$ cat src/rtl/rstep_pkg.sv
package rstep_pkg;
    localparam int PRE_W     = 5;
    localparam int DLY_W     = 5;
    localparam int FIRST_CNT = 4;
    localparam int SAT_CNT   = 13;

    typedef struct packed {
        logic [PRE_W-1:0] cnt;
    } pre_state_t;

    typedef struct packed {
        logic [DLY_W-1:0] dly;
        logic             step;
    } dly_state_t;
endpackage

$ cat src/rtl/rstep_prescaler.sv
module rstep_prescaler
    import rstep_pkg::*;
#(
    parameter int W = PRE_W
) (
    input  logic         clk,
    input  logic         rst,
    output logic [W-1:0] taps_o,
    output logic         tick_o
);
    localparam logic [W-2:0] LOW_ALL = '1;

    logic [W-1:0] cnt_d, cnt_q;

    always_comb begin
        cnt_d = cnt_q + 1'b1;
    end

    always_ff @(posedge clk) begin
        if (rst) cnt_q <= '0;
        else     cnt_q <= cnt_d;
    end

    // tap i toggles every 2^i clocks, i.e. divide by 2^(i+1)
    for (genvar i = 0; i < W; i++) begin : g_tap
        assign taps_o[i] = cnt_q[i];
    end

    // the top tap changes level on the edge where all lower bits wrap
    assign tick_o = (cnt_q[W-2:0] == LOW_ALL);
endmodule

$ cat src/rtl/rstep_req.sv
module rstep_req (
    input  logic up_i,
    input  logic dn_i,
    output logic active_o
);
    // both pressed is treated like none pressed
    assign active_o = up_i ^ dn_i;
endmodule

$ cat src/rtl/rstep_delay.sv
module rstep_delay
    import rstep_pkg::*;
#(
    parameter int W     = DLY_W,
    parameter int FIRST = FIRST_CNT,
    parameter int SAT   = SAT_CNT
) (
    input  logic         clk,
    input  logic         rst,
    input  logic         active_i,
    input  logic         tick_i,
    output logic [W-1:0] dly_o,
    output logic         step_o
);
    localparam logic [W-1:0] SAT_V    = W'(SAT);
    localparam logic [W-1:0] PRE_FIRST = W'(FIRST - 1);

    typedef struct packed {
        logic [W-1:0] dly;
        logic         step;
    } st_t;

    st_t st_d, st_q;

    always_comb begin
        st_d = st_q;
        if (!active_i) begin
            st_d.dly = '0;
        end else if (tick_i && (st_q.dly != SAT_V)) begin
            st_d.dly = st_q.dly + 1'b1;
        end
        st_d.step = active_i &&
                    ((tick_i && (st_q.dly == PRE_FIRST)) || (st_d.dly == SAT_V));
    end

    always_ff @(posedge clk) begin
        if (rst) st_q <= '0;
        else     st_q <= st_d;
    end

    assign dly_o  = st_q.dly;
    assign step_o = st_q.step;
endmodule

$ cat src/rtl/repeat_stepper.sv
module repeat_stepper
    import rstep_pkg::*;
(
    input  logic             clk,
    input  logic             rst,
    input  logic             req_up_i,
    input  logic             req_dn_i,
    output logic [PRE_W-1:0] taps_o,
    output logic [DLY_W-1:0] dly_cnt_o,
    output logic             step_o
);
    logic tick;
    logic active;

    rstep_prescaler #(.W(PRE_W)) u_pre (
        .clk    (clk),
        .rst    (rst),
        .taps_o (taps_o),
        .tick_o (tick)
    );

    rstep_req u_req (
        .up_i     (req_up_i),
        .dn_i     (req_dn_i),
        .active_o (active)
    );

    rstep_delay #(.W(DLY_W), .FIRST(FIRST_CNT), .SAT(SAT_CNT)) u_dly (
        .clk      (clk),
        .rst      (rst),
        .active_i (active),
        .tick_i   (tick),
        .dly_o    (dly_cnt_o),
        .step_o   (step_o)
    );
endmodule

$ cat config.mk
export PLATFORM = sky130hd
export DESIGN_NAME = repeat_stepper
export DESIGN_NICKNAME = d
export VERILOG_FILES = /design/src/rtl/rstep_pkg.sv /design/src/rtl/rstep_prescaler.sv /design/src/rtl/rstep_req.sv /design/src/rtl/rstep_delay.sv /design/src/rtl/repeat_stepper.sv
export SDC_FILE = /design/constraint.sdc
export NUM_CORES = 1
export LEC_CHECK = 0
export BUFFER_PORTS_ARGS = -buffer_cell sky130_fd_sc_hd__buf_4
export CORE_MARGIN = 10
export CORE_UTILIZATION = 38
export DETAILED_ROUTE_END_ITERATION = 7
export PLACE_DENSITY = 0.67
export REMOVE_ABC_BUFFERS = 1
export SLEW_MARGIN = 20
export SYNTH_ARGS = -nofsm -noshare
export SYNTH_HDL_FRONTEND = slang
export SYNTH_SLANG_ARGS = --single-unit
$ cat constraint.sdc
create_clock -name clk -period 2.7 [get_ports clk]
set_input_delay 0.27 -clock clk [delete_from_list [all_inputs] [get_ports clk]]
set_output_delay 0.27 -clock clk [all_outputs]
set_load 0.03 [all_outputs]
==> results.txt <==
The number of antenna repair diodes was 0; the highest attainable clock frequency was 0.596 GHz. The kind of cell adding the most delay to the critical path is compound AO/OA/AOI/OAI gates. In the final design database the tool counted 79 nets. Critical path launch point: u_dly.dly_o[1].

In the final layout, the share of cells above drive strength 1 is 28.2%. For the number of antenna violations at the first check in global routing, the log shows 0. Summing all flip-flop and latch instances after layout gives 220 um2. The Yosys step of the flow raised 0 warnings. The worst-case IR drop observed on VDD is 0.218 mV. Global routing used 6.28% of the available tracks across all layers. Setup repair after global routing left no endpoint under its margin. Final critical-path share of the clock period: 62.1%. Entering global routing, the biggest net connects 8 pins. The number of max-slew violations in the final report came out at 0. TritonCTS built the clock tree. Routed signal wires occupy layers up through met3.

The tools report the area of combinational cells with multiple inputs as 287 um2. The first global-routing pass estimated 1630 um of wire. The logs give 0 for the final hold violation count and 42.5% for the post-synthesis sequential area ratio. The die covers 0.00324 mm2. Sequential cells burn 54.6% of the power. The starting utilization of the core area is 39.8%.

The sum of routed wire length over all layers is 1020 um. The flow ran to the end, and the final reports show no timing, DRC or antenna violations. The detail route stage leaves a number of antenna-violating nets equal to 0. For the worst-skew pair, the clock arrives at the later sink with an insertion delay of 270 ps. The startpoint identified for the worst register-to-register timing path is u_dly.dly_o[1].

The internal portion of total power was 0.000236 W. Walking the worst path, the cells encountered are inv_1 > ha_1 > and4b_1 > o31a_1 > o221ai_1 > o31ai_2. After detailed routing, the number of remaining DRC violations is 0.

Counting every instance in the synthesized netlist gives 53. The routed layout has 427 vias. The routed design uses 432 um of met2 wire. Clock-pin slew was measured on the worst setup and hold paths at 70 ps. Per report_power, the clock group accounts for 36.1% of the total. The total overflow left after global routing is 0. Leaving out fill and tap cells, the most frequent cells in the layout are sky130_fd_sc_hd__buf_4, sky130_fd_sc_hd__dfxtp_1, sky130_fd_sc_hd__nor2_1. The first routing iteration left 7 violations. Fill cells in the final layout number 126.

In this run switching power makes up 24.1% of total power. After legalization and detailed placement, the total HPWL measured 808 um. In this run the post-CTS setup repair buffer count came out at 0.

For this block, wires on met1 add up to 490 um. The cell with the largest stage delay on the worst path is sky130_fd_sc_hd__dfxtp_1. From left edge to right edge, the die measures 56.9 um. The vertical die dimension was 56.9 um. The final weighted congestion in routability-driven placement came out at 0.689.

For this design the total switching power over the nets is 0.0000748 W. The worst setup path is launched from a register. The length of routed met3 wiring is 98 um, and the actual transition at the worst max-transition pin is 266 ps. STA classifies the critical path endpoint as a register. Dividing the detail-routed wire length by the instance count gives 11.9 um. Once the clock tree was built, the resizer swapped 0 gates to a different size. In this run, post-CTS hold repair placed 0 buffers. Across the run, the number of max-cap violations was 0.

Leaving out fill and tap cells, the most frequent cell in the layout is sky130_fd_sc_hd__buf_4. The clock period could shrink to 1680 ps. Count of input and output buffers: 14. Data on the critical path is required at its endpoint by 2850 ps. Share of total power in combinational logic: 9.3%. The ratio of routed vias to standard cells came out at 4.97.

Setup violations remaining at the end of the flow were counted as 0. The run gives 23 as the unique cell type count in the Yosys netlist. In this run, CTS created clock tree buffers numbering 3. The biggest cell delay along the critical path came out at 400 ps. The tools report the H-tree depth reported by CTS as 1. The number of top-level pins is 15, and the count of flip-flops with a built-in enable after synthesis is 0. Power spread over the standard cell area amounts to 465 mW/mm2. The CTS sink count came out at 11. The leakage component of the power was 0.308 nW.

The synthesized design contains 11 register bits. The total design power was 0.000311 W; the buffering stage count on the worst path with inverters included was 1. Relative to the synthesized area, the layout overhead comes to 29.0%.

Detailed-router iteration count before antenna repair: 4. The buffer depth of the longest clock path was 2. The clock root buffer master was sky130_fd_sc_hd__clkbuf_4. For the total negative slack, the log shows 0 ps.

The tools report the number of global-route vias before repair as 380. Of all nets on the critical path, the largest fanout is 5. After synthesis the cells add up to 518 um2.

In this run the tightest slew margin relative to its limit is 82.2%. For the worst setup path, the data arrival time is 1830 ps. Most instantiated flip-flop cell in the synthesis netlist: sky130_fd_sc_hd__dfxtp_1. The tools report the site row count as 13.

Category of the most critical setup path: reg -> reg. Averaged over all synthesized cells, the footprint is 9.77 um2. The async set-or-reset flop fraction in the synthesized netlist was 0%. The clock arrives with 5.70 ps of skew.

For the placeable core region, the log shows 0.00130 mm2. The tools report the beginning of the worst hold path as rst. Class of the most critical hold timing path: in -> reg.
## registers in the layout, summed over array words and instances (netlist names)
signal and cells:
u_dly.dly_o 5, u_dly.step_o 1, u_pre.taps_o 5
## cells in the mapped netlist (2+ instances only)
cell,n,share of area (%)
sky130_fd_sc_hd__dfxtp_1,11,43
sky130_fd_sc_hd__ha_1,3,7.2
sky130_fd_sc_hd__inv_1,3,2.2
sky130_fd_sc_hd__nand3_1,5,4.8
sky130_fd_sc_hd__nor2_1,8,5.8
sky130_fd_sc_hd__nor2b_1,2,2.4
sky130_fd_sc_hd__nor3_1,2,1.9
sky130_fd_sc_hd__xnor2_1,2,3.4
sky130_fd_sc_hd__xor2_1,3,5.1
## logic make-up (layout without fill, tap and decap cells)
| group | count (synthesis) | count (layout) | synth area share (%) |
|---|---|---|---|
| xor gates and xnor gates | 5 | 5 | 8.46 |
| and+or+nand+nor | 23 | 23 | 24.2 |
| buffers and inverters | 3 | 21 | 2.17 |
| AOI/OAI and AO/OA | 6 | 6 | 10.6 |
| adders and majority gates | 3 | 3 | 7.25 |
| muxes | 2 | 2 | 4.83 |
| DFF | 11 | 11 | 42.5 |
## worst paths after layout
path	to	slack, ps	cells after the start
worst min register to register	u_pre.taps_o[0]	480	1
worst max-delay path	u_dly.step_o	1020	6
worst min-delay path	u_pre.taps_o[0]	210	2
worst max register to register	u_dly.step_o	1020	6
## final cells by class
type	count	share of cell area, %
Sequential cell	11	33.0
Inverter	3	1.69
Tap cell	15	2.81
Clock buffer	4	3.93
Timing Repair Buffer	14	15.7
Multi-Input combinational cell	39	42.9
## metal layers
layer	up-vias	track usage [%]
met1	188	7.04
met5	-	0
met3	0	5.84
met2	14	8.68
li1	225	-
met4	0	1.01
## power by group through the flow
stage          registers (W)  clock network (W)   logic (W)
4_1_cts             0.000170           0.000116   0.0000295
3_5_place_dp        0.000173                  0   0.0000295
3_3_place_gp        0.000173                  0   0.0000294
5_1_grt             0.000170           0.000125   0.0000317
6_report            0.000170           0.000112   0.0000290
2_1_floorplan       0.000181                  0  0.00000908
## per-stage QoR
step	std cells	worst slack [ps]	utilization, %	hold WS (ps)	instance area, um2
final	86	1020	51.3	207	668
after global routing	86	908	51.3	200	668
after CTS	86	1020	51.3	202	668
after detailed placement	82	1040	49.3	461	642
after global placement	82	1090	49.3	451	642
after floorplan	53	919	-	337	518
## worst reg2reg max path, stage by stage (launching register included)
cell and delay (ps):
sky130_fd_sc_hd__dfxtp_1 400, sky130_fd_sc_hd__inv_1 80, sky130_fd_sc_hd__ha_1 190, sky130_fd_sc_hd__and4b_1 250, sky130_fd_sc_hd__o31a_1 320, sky130_fd_sc_hd__o221ai_1 220, sky130_fd_sc_hd__o31ai_2 90
No activity file was read; power rests on OpenSTA's default activity.
